$ cat src/rtl/nmi_src_ctl.sv
module nmi_src_ctl #(
  parameter int DW = 8,
  parameter int SYNC_STAGES = 2
) (
  input  logic          clk,
  input  logic          rst_n,
  input  logic          reg_sel,
  input  logic          wr_en,
  input  logic [DW-1:0] wdata,
  output logic [DW-1:0] rdata,
  input  logic          serr_n,
  input  logic          iochk_n,
  output logic          nmi
);
  localparam int AW = DW - 1;

  logic [SYNC_STAGES:0] serr_sy, iochk_sy;
  logic dis_serr, dis_iochk, st_serr, st_iochk, mask;
  logic [AW-1:0] caddr;

  always_ff @(posedge clk or negedge rst_n)
    if (!rst_n) begin
      serr_sy  <= '1;
      iochk_sy <= '1;
    end else begin
      serr_sy  <= {serr_sy[SYNC_STAGES-1:0], serr_n};
      iochk_sy <= {iochk_sy[SYNC_STAGES-1:0], iochk_n};
    end

  wire fall_serr  = serr_sy[SYNC_STAGES]  & ~serr_sy[SYNC_STAGES-1];
  wire fall_iochk = iochk_sy[SYNC_STAGES] & ~iochk_sy[SYNC_STAGES-1];

  wire wr_ctl = wr_en & ~reg_sel;
  wire wr_msk = wr_en &  reg_sel;
  wire dis_serr_nx  = wr_ctl ? wdata[0] : dis_serr;
  wire dis_iochk_nx = wr_ctl ? wdata[1] : dis_iochk;

  always_ff @(posedge clk or negedge rst_n)
    if (!rst_n) begin
      dis_serr  <= 1'b1;
      dis_iochk <= 1'b1;
      st_serr   <= 1'b0;
      st_iochk  <= 1'b0;
      mask      <= 1'b1;
      caddr     <= '0;
    end else begin
      dis_serr  <= dis_serr_nx;
      dis_iochk <= dis_iochk_nx;
      st_serr   <= ~dis_serr_nx  & (st_serr  | fall_serr);
      st_iochk  <= ~dis_iochk_nx & (st_iochk | fall_iochk);
      if (wr_msk) {mask, caddr} <= wdata;
    end

  assign nmi   = ~mask & (st_serr | st_iochk);
  assign rdata = reg_sel ? {mask, caddr}
                         : {st_serr, st_iochk, {(DW-4){1'b0}}, dis_iochk, dis_serr};

  AST_MASK_BLOCKS: assert property (@(posedge clk) disable iff (!rst_n) mask |-> !nmi);
  AST_SERR_CAUSE: assert property (@(posedge clk) disable iff (!rst_n) $rose(st_serr) |-> $past(fall_serr));
  AST_IOCHK_CAUSE: assert property (@(posedge clk) disable iff (!rst_n) $rose(st_iochk) |-> $past(fall_iochk));
  AST_DIS_QUIET: assert property (@(posedge clk) disable iff (!rst_n) (dis_serr && dis_iochk) |-> !nmi);
  AST_STICKY: assert property (@(posedge clk) disable iff (!rst_n) (st_serr && !(wr_ctl && wdata[0])) |=> st_serr);
  AST_RO_STATUS: assert property (@(posedge clk) disable iff (!rst_n) (!st_iochk && !fall_iochk && wr_ctl && wdata[6]) |=> !st_iochk);
endmodule

$ cat config.mk
export PLATFORM = sky130hd
export DESIGN_NAME = nmi_src_ctl
export DESIGN_NICKNAME = d
export VERILOG_FILES = /design/src/rtl/nmi_src_ctl.sv
export SDC_FILE = /design/constraint.sdc
export NUM_CORES = 1
export LEC_CHECK = 0
export BUFFER_PORTS_ARGS = -buffer_cell sky130_fd_sc_hd__buf_4
export CORE_UTILIZATION = 50
export CTS_CLUSTER_DIAMETER = 30
export CTS_CLUSTER_SIZE = 10
export DETAILED_ROUTE_END_ITERATION = 16
export PLACE_DENSITY = 0.9
export SETUP_SLACK_MARGIN = 0.5
export SYNTH_ARGS = -nofsm -noshare
export SYNTH_HDL_FRONTEND = slang
export SYNTH_SLANG_ARGS = --single-unit
$ cat constraint.sdc
create_clock -name clk -period 1.7 [get_ports clk]
set_input_delay 0.255 -clock clk [delete_from_list [all_inputs] [get_ports clk]]
set_output_delay 0.255 -clock clk [all_outputs]
set_load 0.01 [all_outputs]
# Yosys cells after proc, flatten, opt, wreduce, memory -nomap -nowiden
# Cells that the tools add are included.
dict set report word_totals {
  reg_bits 18
  out_inout_bits 9
  wordCells 27
}
dict set report op_classes {
  mux 3
  bitwise 16
}
# operator n
set op_table {}
lappend op_table {{$mux 8} 1}
lappend op_table {{$and 1x1->1} 7}
lappend op_table {{$not 1->1} 6}
lappend op_table {{$or 1x1->1} 3}
lappend op_table {{$mux 1} 2}

# Logic depth before layout (Yosys ltp)
dict set report logic_depth {
  word_depth 5
  ltp_mapped 3
  depth_no_buf 2
}

# Worst setup path after synthesis
# Ideal clock, no wire load.
dict set report synth_timing {
  kind {input port to output port}
  from {input reg_sel}
  to {output rdata[0]}
  arrival_ps 776
  required_time_ps 1445
  slack_ps 669
  path_stages 2
  n_path_buf 1
  cell_sequence {buf_2 > mux2_1}
}
dict set report synth_via {
  elab_chain_cells 1
}
# item line_no
set synth_rtl {}
lappend synth_rtl {{from (decl)} 7} ;# input logic reg_sel,
lappend synth_rtl {{$mux 8} 55} ;# assign rdata = reg_sel ? {mask, caddr}
lappend synth_rtl {{to (decl)} 10} ;# output logic [DW-1:0] rdata,
# No other way between the ends.

# Worst setup path after layout
dict set report layout_timing {
  from {register mask}
  to {output rdata[7]}
}
dict set report layout_via {
  elab_chain_cells 1
}
# item line_no
set layout_rtl {}
lappend layout_rtl {{from (decl)} 18} ;# logic dis_serr, dis_iochk, st_serr, st_iochk, mask;
lappend layout_rtl {{from (signal assigned)} 51} ;# if (wr_msk) {mask, caddr} <= wdata;
lappend layout_rtl {{$mux 8} 55}
# No other way between the ends.

==> results.toml <==
[status]
run_status = "completed"

[setup_path]
cp.arrival_ps = 1120
critical_path_class = "reg -> out"
slack_of_the_worst_reg_to_reg_path_ps = 710
end_kind = "primary output"
setup.worst_path.start_class = "flop"
worst-path-max-fanout = 3
cp.required_ps = 1440

[pwr]
power_density_nw_per_um2 = 970.1
static-leakage-power_nw = 0.4674
maximum_vdd_drop_v = 0.0005976

[min_path]
worst_hold_path_type = "in -> reg"

[cells_and_area]
mostFrequentLayoutCells = "sky130_fd_sc_hd__buf_4 (22), sky130_fd_sc_hd__dfrtp_1 (9), sky130_fd_sc_hd__dfstp_2 (9)"
area_growth_pct = 37.21
layout_commonest_cell = "sky130_fd_sc_hd__buf_4"
inserted_diodes = 0
layout.cells.non_filler = 95
drive_gt1_frac = 0.5250
post-route-cell-area_sq_um = 973.4
final_net_count = 95

[cts]
tritoncts_num_sinks = 18
clk-insertion-delay-late_ps = 290
cts_root_buf = "sky130_fd_sc_hd__clkbuf_4"
cts_buffers = 3
cts_tree = "done"
h-tree-depth = 1
clkTransAtPathRegs_ps = 100
cts_max_path_buffers = 2

[global_route]
track_usage = 0.2315
grt_start_max_net_pins = 19
grt_pass1_wl_microns = 2180
grt_overflow_total = 0
initial_antenna_violation_count = 0
number_of_global_route_vias_before_repair = 469

[sta]
worstMarginPinSlew_ps = 254.9
report.final.slew_viol_count = 0
setup_viol = 0
max_slew_margin = 0.8301
clock_skew_ps = 12.53
setup-tns-final_ps = 0
fmax_mhz = 725.4
holdWs_ps = 73.52
rsz0062_at_grt = "true"
report.final.hold_viol_count = 0
finalCriticalPeriod_ps = 1378
final_min_period_over_clock_period = 0.8109

[floorplan]
io_pins = 23
dieArea_sq_um = 1573
start_util = 0.5385
design.core.area_sq_um = 1318
die_y_microns = 39.67
rows = 13
die_w_microns = 39.67

[synthesis]
ys.warnings.count = 0
cell_count_after_synthesis = 50
synth_sequential_area_ratio = 0.6508
synth_cell_type_count = 14
synth-seq-cells = 18
netlist_area_sq_um = 709.4
synthesis.nets = 64
avgSynthCellArea_sq_um = 14.19

[routing]
number_of_iterations_in_the_first_detailed_routing_pass = 4
route.vias.total = 482
remaining_drc_errors = 0
route.antenna.remaining_nets = 0
drt-vias-per-instance = 5.074
route.detailed.wl_per_inst_microns = 15.64
drt_iter0_markers = 5
route.final.wire_length_microns = 1486

[placement]
finalWeightedCongestion = 0.6814
io_buffers = 22
dp_hpwl_microns = 922.5
placed_cells = 86
placedInstanceArea_sq_um = 888.4

[flow_run]
max_cap_viol_count = 0
-- worst max-delay path, stage by stage, from the launching register on --
cell	delay (ps)
sky130_fd_sc_hd__dfstp_2	560
sky130_fd_sc_hd__nand2_1	50
sky130_fd_sc_hd__o21ai_1	80
sky130_fd_sc_hd__buf_4	140
-- Yosys cell counts --
library cell | instances | area (sq um)
sky130_fd_sc_hd__a21o_1 | 2 | 15.01
sky130_fd_sc_hd__a21oi_1 | 1 | 5.000
sky130_fd_sc_hd__mux2_1 | 10 | 112.6
sky130_fd_sc_hd__dfrtp_1 | 9 | 225.2
sky130_fd_sc_hd__a221oi_1 | 2 | 17.52
sky130_fd_sc_hd__inv_1 | 2 | 7.510
sky130_fd_sc_hd__buf_2 | 1 | 5.000
sky130_fd_sc_hd__and2_1 | 4 | 25.02
sky130_fd_sc_hd__o21ai_1 | 2 | 10.01
sky130_fd_sc_hd__and3b_1 | 2 | 17.52
sky130_fd_sc_hd__nand2b_1 | 3 | 18.77
sky130_fd_sc_hd__nand2_1 | 2 | 7.510
sky130_fd_sc_hd__nand2_2 | 1 | 6.260
sky130_fd_sc_hd__dfstp_2 | 9 | 236.5
-- what timing repair did --
action / 4_1_cts / 5_1_grt
hold endpoints to repair: 9 / 0
endpoints found under the setup margin: 9 / 9
gates cloned: 0 / 0
hold buffers: 1 / 0
setup buffers: 3 / 1
pin swaps: 1 / 0
gates resized for setup: 5 / 2
-- metrics by stage --
| step | util | worst slack (ps) | power, mW |
|---|---|---|---|
| final | 0.7388 | 321.5 | 0.9443 |
| after global routing | 0.7388 | 261.8 | 0.9896 |
| after CTS | 0.7303 | 319.8 | 0.9373 |
| after detailed placement | 0.6743 | 545.7 | 0.6948 |
| after global placement | 0.6743 | 561.1 | 0.6836 |
| after floorplan | - | 668.7 | 0.5983 |
-- routing by layer --
metal,part of all wire,routed length [microns],vias to the layer above,global-route usage
met2,0.53,787,15,0.3730
met4,0.015,23,0,0.1293
met3,0.044,65,4,0.07386
met1,0.41,609,232,0.2677
li1,-,-,231,-
met5,0,0,-,0
-- cells by family after synthesis --
logic type,count (synthesis),share of synthesized area
DFF,18,0.6508
muxes,10,0.1587
buffers and inverters,3,0.01763
and+or+nand+nor,12,0.1058
AOI/OAI and AO/OA,7,0.06701
-- final cells by class --
type	count	area (sq um)
flip-flops and latches	18	461.7
fillers	80	344.1
multi-input cells	29	239.0
repair buffers	27	220.2
clock buffers	4	26.28
well taps	15	18.77
inverters	2	7.507
-- final timing paths --
| check | from | endpoint | cells past startpoint |
|---|---|---|---|
| max | mask | rdata[7] | 3 |
| min | serr_n | serr_sy[0] | 1 |
| max reg2reg | caddr[2] | caddr[2] | 2 |
| min reg2reg | serr_sy[0] | serr_sy[1] | 0 |
| max in group asynchronous | rst_n | serr_sy[2] | 2 |
| min in group asynchronous | rst_n | caddr[0] | 2 |
-- sequential cells by signal, summed over array words and instances (netlist names) --
name,flops
dis_iochk,1
caddr,7
serr_sy,3
st_serr,1
iochk_sy,3
st_iochk,1
mask,1
dis_serr,1
-- where the power goes --
group	switching (mW)	leakage, nW	internal (mW)
Sequential	0.0252	0.202	0.490
Clock	0.122	0.0150	0.0912
Combinational	0.0902	0.251	0.126
(Power assumes the default switching activity.)
